[config.mk]
export PLATFORM = sky130hd
export DESIGN_NAME = line_rx_fifo
export DESIGN_NICKNAME = d
export VERILOG_FILES = /design/src/rtl/line_rx_fifo_pkg.sv /design/src/rtl/rx_ptr.sv /design/src/rtl/rx_store.sv /design/src/rtl/rx_admit.sv /design/src/rtl/line_rx_fifo.sv
export SDC_FILE = /design/constraint.sdc
export NUM_CORES = 1
export LEC_CHECK = 0
export ABC_AREA = 1
export BUFFER_PORTS_ARGS = -buffer_cell sky130_fd_sc_hd__buf_2
export CORE_MARGIN = 10
export CORE_UTILIZATION = 33
export CTS_CLUSTER_SIZE = 12
export DETAILED_ROUTE_END_ITERATION = 10
export PLACE_DENSITY = 0.58
export SYNTH_ARGS = -nofsm -noshare
export SYNTH_HDL_FRONTEND = slang
export SYNTH_SLANG_ARGS = --single-unit
[constraint.sdc]
create_clock -name clk_i -period 6.4 [get_ports clk_i]
set_input_delay 1.28 -clock clk_i [delete_from_list [all_inputs] [get_ports clk_i]]
set_output_delay 1.28 -clock clk_i [all_outputs]
set_load 0.005 [all_outputs]
[src/rtl/line_rx_fifo_pkg.sv]
package line_rx_fifo_pkg;
  localparam int CHAR_W    = 8;
  localparam int LINE_W    = 2;
  localparam int WORD_W    = 16;
  localparam int VALID_BIT = WORD_W - 1;
  localparam int PAD_W     = WORD_W - 1 - LINE_W - CHAR_W;

  typedef struct packed {
    logic [LINE_W-1:0] line;
    logic [CHAR_W-1:0] ch;
  } rx_entry_t;

  function automatic logic [WORD_W-1:0] pack_word(input rx_entry_t e);
    return {1'b1, {PAD_W{1'b0}}, e.line, e.ch};
  endfunction
endpackage

[src/rtl/rx_ptr.sv]
module rx_ptr #(
  parameter int DEPTH = 8,
  localparam int PTR_W = (DEPTH > 1) ? $clog2(DEPTH) : 1
) (
  input  logic             clk_i,
  input  logic             rst_ni,
  input  logic             adv_i,
  output logic [PTR_W-1:0] ptr_o
);
  localparam logic [PTR_W-1:0] LAST = PTR_W'(DEPTH - 1);

  always_ff @(posedge clk_i or negedge rst_ni) begin
    if (!rst_ni)    ptr_o <= '0;
    else if (adv_i) ptr_o <= (ptr_o == LAST) ? '0 : ptr_o + 1'b1;
  end

  AST_PTR_WRAP: assert property (@(posedge clk_i) disable iff (!rst_ni)
    adv_i && ptr_o == LAST |=> ptr_o == '0);
  AST_PTR_RANGE: assert property (@(posedge clk_i) disable iff (!rst_ni)
    ptr_o <= LAST);
endmodule

[src/rtl/rx_store.sv]
module rx_store
  import line_rx_fifo_pkg::*;
#(
  parameter int DEPTH = 8,
  localparam int PTR_W = (DEPTH > 1) ? $clog2(DEPTH) : 1
) (
  input  logic             clk_i,
  input  logic             wr_en_i,
  input  logic [PTR_W-1:0] wr_ptr_i,
  input  rx_entry_t        wr_entry_i,
  input  logic [PTR_W-1:0] rd_ptr_i,
  output rx_entry_t        rd_entry_o
);
  rx_entry_t slots [DEPTH];

  for (genvar i = 0; i < DEPTH; i++) begin : g_slot
    always_ff @(posedge clk_i) begin
      if (wr_en_i && wr_ptr_i == PTR_W'(i)) slots[i] <= wr_entry_i;
    end
  end

  assign rd_entry_o = slots[rd_ptr_i];
endmodule

[src/rtl/rx_admit.sv]
module rx_admit #(
  parameter int DEPTH    = 8,
  parameter int LOW_LINE = 2,
  parameter int LINE_W   = 2,
  localparam int CNT_W   = $clog2(DEPTH + 1)
) (
  input  logic              push_i,
  input  logic [LINE_W-1:0] line_i,
  input  logic [CNT_W-1:0]  count_i,
  input  logic              pop_take_i,
  output logic              wr_en_o,
  output logic              ovr_set_o
);
  localparam logic [CNT_W-1:0] FULL_CNT = CNT_W'(DEPTH);
  localparam logic [CNT_W-1:0] HALF_CNT = CNT_W'(DEPTH / 2);

  logic filtered, live, room;

  // low-priority line loses once more than half is occupied
  assign filtered  = (line_i == LINE_W'(LOW_LINE)) && (count_i > HALF_CNT);
  assign live      = push_i && !filtered;
  assign room      = (count_i != FULL_CNT) || pop_take_i;
  assign wr_en_o   = live && room;
  // set whenever the push leaves the queue full
  assign ovr_set_o = live && ((count_i == FULL_CNT) ||
                              (count_i == FULL_CNT - 1'b1 && !pop_take_i));
endmodule

[src/rtl/line_rx_fifo.sv]
module line_rx_fifo
  import line_rx_fifo_pkg::*;
#(
  parameter int DEPTH    = 8,
  parameter int LOW_LINE = 2,
  localparam int CNT_W   = $clog2(DEPTH + 1),
  localparam int PTR_W   = (DEPTH > 1) ? $clog2(DEPTH) : 1
) (
  input  logic              clk_i,
  input  logic              rst_ni,
  input  logic              push_i,
  input  logic [CHAR_W-1:0] push_char_i,
  input  logic [LINE_W-1:0] push_line_i,
  input  logic              pop_i,
  output logic [WORD_W-1:0] rd_word_o,
  output logic [CNT_W-1:0]  count_o,
  output logic              empty_o,
  output logic              not_empty_o,
  output logic              overrun_o
);
  localparam logic [CNT_W-1:0] FULL_CNT = CNT_W'(DEPTH);
  localparam logic [CNT_W-1:0] HALF_CNT = CNT_W'(DEPTH / 2);

  logic             pop_take, wr_en, ovr_set;
  logic [PTR_W-1:0] wr_ptr, rd_ptr;
  rx_entry_t        wr_entry, head;

  assign empty_o     = (count_o == '0);
  assign not_empty_o = !empty_o;
  assign pop_take    = pop_i && not_empty_o;
  assign wr_entry    = '{line: push_line_i, ch: push_char_i};

  rx_admit #(.DEPTH(DEPTH), .LOW_LINE(LOW_LINE), .LINE_W(LINE_W)) u_admit (
    .push_i    (push_i),
    .line_i    (push_line_i),
    .count_i   (count_o),
    .pop_take_i(pop_take),
    .wr_en_o   (wr_en),
    .ovr_set_o (ovr_set)
  );

  rx_ptr #(.DEPTH(DEPTH)) u_wr_ptr (
    .clk_i(clk_i), .rst_ni(rst_ni), .adv_i(wr_en), .ptr_o(wr_ptr)
  );

  rx_ptr #(.DEPTH(DEPTH)) u_rd_ptr (
    .clk_i(clk_i), .rst_ni(rst_ni), .adv_i(pop_take), .ptr_o(rd_ptr)
  );

  rx_store #(.DEPTH(DEPTH)) u_store (
    .clk_i     (clk_i),
    .wr_en_i   (wr_en),
    .wr_ptr_i  (wr_ptr),
    .wr_entry_i(wr_entry),
    .rd_ptr_i  (rd_ptr),
    .rd_entry_o(head)
  );

  always_ff @(posedge clk_i or negedge rst_ni) begin
    if (!rst_ni) begin
      count_o   <= '0;
      overrun_o <= 1'b0;
      rd_word_o <= '0;
    end else begin
      case ({wr_en, pop_take})
        2'b10:   count_o <= count_o + 1'b1;
        2'b01:   count_o <= count_o - 1'b1;
        default: count_o <= count_o;
      endcase
      if (ovr_set) overrun_o <= 1'b1;
      if (pop_i)   rd_word_o <= pop_take ? pack_word(head) : '0;
    end
  end

  AST_CNT_LIMIT: assert property (@(posedge clk_i) disable iff (!rst_ni)
    count_o <= FULL_CNT);
  AST_POP_VALID: assert property (@(posedge clk_i) disable iff (!rst_ni)
    pop_i && not_empty_o |=> rd_word_o[VALID_BIT] && rd_word_o[WORD_W-2:CHAR_W+LINE_W] == '0);
  AST_EMPTY_POP_ZERO: assert property (@(posedge clk_i) disable iff (!rst_ni)
    pop_i && empty_o && !push_i |=> rd_word_o == '0 && count_o == '0);
  AST_LOW_LINE_DROP: assert property (@(posedge clk_i) disable iff (!rst_ni)
    push_i && push_line_i == LINE_W'(LOW_LINE) && count_o > HALF_CNT
    |=> count_o == $past(count_o) - CNT_W'($past(pop_i && not_empty_o)));
  AST_OVR_STICKY: assert property (@(posedge clk_i) disable iff (!rst_ni)
    overrun_o |=> overrun_o);
  AST_FULL_NO_GROW: assert property (@(posedge clk_i) disable iff (!rst_ni)
    count_o == FULL_CNT && !pop_i |=> count_o == FULL_CNT);
  AST_SAME_CYCLE: assert property (@(posedge clk_i) disable iff (!rst_ni)
    push_i && pop_i && not_empty_o && push_line_i != LINE_W'(LOW_LINE)
    |=> $stable(count_o));
endmodule

After elaboration in Yosys (flattened, before gate mapping)

Memories as Yosys holds them, arrays and structs flattened.
Index checks and enable logic that the tools add are counted.

Register bits after elaboration: 27
Logic and storage cells: 95
Output and inout bits: 23
Memories kept: 1
Memory bits (writable): 80

Memory list:

| name          | depth | bits a word | read ports | clocked after memory_dff | write ports | RTL line       | RTL |
|---|---|---|---|---|---|---|---|
| u_store.slots | 8     | 10          | 1          | 0                        | 1           | rx_store.sv:14 | `rx_entry_t slots [DEPTH];` |

Magnitude comparators: 1
$add $sub $neg: 4
Eq/ne operators: 14
Muxes and demuxes: 41
Reduce and logical (&&, ||, !) cells: 29

Operators with widths:

| operator            | number |
|---|---|
| $mux 10             | 7 |
| $reduce_or 10->1    | 7 |
| $mux 3              | 9 |
| $mux 1              | 23 |
| $mux 16             | 1 |
| $eq 3x3->1 const B  | 5 |
| $logic_and 1x1->1   | 14 |
| $pmux 4 s2          | 1 |
| $add 3x1->3 const B | 2 |
| $eq 3x2->1 const B  | 2 |
| $add 4x1->4 const B | 1 |
| $eq 2x2->1 const B  | 2 |
| $eq 4x3->1 const B  | 1 |
| $eq 4x4->1 const B  | 1 |
| $gt 4x3->1 const B  | 1 |
| $logic_not 4->1     | 1 |
| $ne 4x4->1 const B  | 1 |
| $sub 4x1->4 const B | 1 |
| $eq 3x1->1 const B  | 1 |
| $logic_not 1->1     | 3 |
| $logic_not 3->1     | 1 |
| $eq 2x1->1 const B  | 1 |
| $logic_or 1x1->1    | 2 |
| $reduce_bool 2->1   | 1 |

Depth between registers and ports, before layout

Depth after elaboration: 16
Gate-level depth with buffers: 17

By module

Synthesis repeated with hierarchy kept, for this count alone.

Cells, all modules: 512
Area, all modules: 4863.4 µm²

By module, submodules not included:

| module       | cells each | instances | area each (µm²) |
|---|---|---|---|
| rx_store     | 364        | 1         | 3613.5 |
| line_rx_fifo | 97         | 1         | 884.6 |
| rx_ptr       | 17         | 2         | 146.4 |
| rx_admit     | 17         | 1         | 72.6 |

Least setup slack after synthesis

Ideal clock, no wire load.

Path type: input to register
Start: in push_line_i[0]
End: mem u_store.slots[0][0] in the netlist's numbering, enable pin
Setup slack: 3.510 ns
Data required time: 6.010 ns
Path buffers: 0
Setup time: 0.390 ns
Cell stages on the path: 8
Arrival time: 2.500 ns
Cell sequence: inv_1 > nand2_1 > nor2_2 > nand2_2 > nand2_4 > nor2_4 > inv_2 > nor3_1

Longest elaborated chain between the ends: 16
Elaborated cells on any way between the ends: 50

Ends and longest elaborated chain:

| what                                                           | RTL line           | RTL |
|---|---|---|
| start: declaration                                             | line_rx_fifo.sv:13 | `input logic [LINE_W-1:0] push_line_i,` |
| $eq 2x2->1 (*)                                                 | rx_admit.sv:20     | `assign filtered = (line_i == LINE_W'(LOW_LINE)) && (count_i > HALF_CNT);` |
| $logic_and 1x1->1 (*)                                          | rx_admit.sv:20     |  |
| $logic_not 1->1 (*)                                            | rx_admit.sv:21     | `assign live = push_i && !filtered;` |
| $logic_and 1x1->1 (*)                                          | rx_admit.sv:21     |  |
| $logic_and 1x1->1 (*)                                          | rx_admit.sv:23     | `assign wr_en_o = live && room;` |
| $logic_and 1x1->1                                              | rx_store.sv:18     | `if (wr_en_i && wr_ptr_i == PTR_W'(i)) slots[i] <= wr_entry_i;` |
| $mux 1                                                         | rx_store.sv:18     |  |
| $mux 1 (implied by the code)                                   | rx_store.sv:18     |  |
| $reduce_or 10->1 (no source line)                              | n/a                |  |
| $mux 3 (no source line) or $mux 1 (tied branches) (7 in a row) | n/a                |  |
| end: declaration                                               | rx_store.sv:14     |  |

Every way passes the cells marked *; elsewhere a longest branch is shown, timed or not.

Final worst setup path

Start: in push_line_i[0]
End: mem u_store.slots[4][3] in the netlist's numbering, enable pin

Same word-level chain as after synthesis.

==> out/metrics.cfg <==
[status]
outcome=completed

[sta]
fin_crit_ps=3060
relSlewSlack_pct=20.4
rsz0062_at_grt=no
fin_crit_sh_pct=47.8
hold_violations=0
tightest_slew_ps=1190
setup_tns_ps=0
report.final.setup_viol=0
slew_violations=0
fin_skew_ps=5.11
fmax_mhz=327

[worst_setup_path]
crit_arrival_ps=3120
required_ps=6460
crit_slowest_cell=nor3_1
critPathKind=input pin to flip-flop
critPathTopFamily=simple AND/OR/NAND/NOR gates
max_stage_delay_ps=780
worst-path-buf-inv=4
cp_cell_sequence=buf_2 > inv_1 > nand2_1 > nor2_2 > nand2_2 > nand2_4 > nor2_4 > inv_2 > nor3_1 > buf_4
path_max_fanout=10
startpoint_type=input pin
crit_path_end_kind=flip-flop

[cts]
cts_buffers=9
clkTransAtPathRegs_ps=70
ctsHoldBuffers=0
ctsHtreeMaxLevel=3
cts_setup_buffers=0
clkLatencyLatePin_ps=350
cts.sinks=102
cts_tree=built
cts_root_buffer=clkbuf_16
cts-resized-gates=0
ctsLongestPathBuffers=2

[global_route]
grt_max_degree=43
grt_usage_pct=10.9
antenna_found_initial=0
grt_pass1_vias=2765
gr-total-overflow=0
grt_pass1_wl_um=15300

[route]
finalWirelength_um=9530
ant_nets=0
vias=2779
via_per_inst=4.82
drc=0
dr.pass1.iters=4
wire_per_inst_um=16.5
dr.first_iter.drc_count=305

[yosys]
ys_ff_latch=102
synth_top_area_share_pct=55.7
syn-instance-count=365
yosysWarnings=0
synth_top_area_cell=edfxtp_1
yosysSeqAreaShare_pct=68.5
netlist_area_sq_mm=0.00431
yosys.cell_types.count=28
syn_area_per_cell_sq_um=11.8
synth.area.top_cells=edfxtp_1 (56%), dfrtp_1 (13%), nor2_1 (5.7%)

[floorplanning]
die_y_um=134
start_util_pct=33.9
die_area_sq_mm=0.0180
chipWidth_um=134
core_sq_mm=0.0127
pin_count=37
rows=41

[final_layout]
regArea_sq_mm=0.00295
drive_gt1_share_pct=17.1
nNetsFinal=424
antenna_cells=0
multi_input_area_sq_mm=0.00118
final_util_pct=39.1
syn_to_final_growth_pct=15.2
fillers=1241

[placement]
routabilityCongestion=0.845
hpwl_um=6240
port_buffers=31

[power]
leakage_nw=1.89
power_density_mw_per_mm2=439
ir_drop_v=0.000155

[job]
cap_viol_max_count=0

[min_path]
hold_class=flip-flop to flip-flop

==> cells in the final DEF (no fill, tap or decap), types with 2 or more instances in the layout <==
master and n:
a21oi_1 3, buf_2 31, buf_4 8, bufinv_16 2
clkbuf_16 9, clkinv_2 3, conb_1 5, dfrtp_1 22
edfxtp_1 80, ha_1 10, inv_1 20, inv_2 2
nand2_1 36, nand2_2 3, nand2_4 3, nand3_1 10
nor2_1 65, nor2_2 3, nor2_4 2, nor3_1 7
o211ai_1 20, o21ai_0 43, o21ai_1 9
==> power by group <==
group	internal (mW)	switching (mW)	total, mW
logic	0.233	0.444	0.677
clock network	0.341	0.237	0.577
registers	0.848	0.0803	0.929
==> flip-flops by register name, summed over array words and instances (netlist names) <==
signal	cells
u_rd_ptr.ptr_o	3
u_store.slots	80
count_o	4
rd_word_o	11
overrun_o	1
u_wr_ptr.ptr_o	3
==> cells in the mapped netlist (all sizes together) <==
master,count
edfxtp,80
nor2,70
o21ai,52
nand2,42
inv,23
dfrtp,22
o211ai,20
buf,11
ha,10
nand3,10
clkbuf,9
nor3,7
a21oi,3
conb,1
fa,1
nand4,1
or2,1
xnor2,1
xor2,1
==> worst min-delay path: cells and delay by family (launching register included) <==
kind	cells	cell delay, ps
DFF	1	340
and+or+nand+nor	2	100
==> metal layers <==
metal | vias to the layer above | routed length [um] | global-route usage (%)
li1 | 1328 | - | -
met4 | 0 | 164 | 4.72
met1 | 1367 | 4370 | 14.0
met2 | 73 | 4270 | 16.4
met3 | 11 | 722 | 3.62
met5 | - | 0 | 0
==> metrics by stage <==
step | total power [mW] | cell area, sq um | hold slack (ps) | instances | worst slack [ps]
finish | 2.18 | 4970 | 473 | 576 | 3340
global route | 2.34 | 4970 | 499 | 576 | 3150
floorplan | 1.39 | 4330 | 458 | 369 | 3510
global placement | 1.62 | 4660 | 450 | 560 | 3000
CTS | 2.21 | 4970 | 479 | 576 | 3330
detailed placement | 1.63 | 4660 | 462 | 560 | 2940
==> logic make-up after synthesis <==
group           after synthesis  share of synthesized area, %
buf+inv                      43                          4.44
other cells                   1                        0.0869
fa+ha+maj                    11                          3.37
simple gates                131                          13.4
flops                       102                          68.5
xor+xnor                      2                         0.406
compound gates               75                          9.86
==> worst paths after layout <==
| kind | startpoint | to | slack (ps) | depth (start not counted) |
|---|---|---|---|---|
| worst max-delay path | push_line_i[0] | u_store.slots[4][3] | 3340 | 10 |
| worst min-delay path | rd_word_o[15] | rd_word_o[15] | 470 | 2 |
| worst max register to register | count_o[1] | u_store.slots[4][3] | 3910 | 8 |
| worst min register to register | rd_word_o[15] | rd_word_o[15] | 470 | 2 |
| max in group asynchronous | rst_ni | rd_word_o[7] | 5140 | 1 |
| min in group asynchronous | rst_ni | count_o[0] | 900 | 1 |
==> layout make-up <==
class / instances / area share [%]
Inverter: 23 / 1.79
Clock inverter: 7 / 1.76
Multi-Input combinational cell: 224 / 23.8
Clock buffer: 9 / 4.53
Sequential cell: 102 / 59.4
Timing Repair Buffer: 39 / 4.33
Tap cell: 172 / 4.33
No activity file was read; power rests on OpenSTA's default activity.
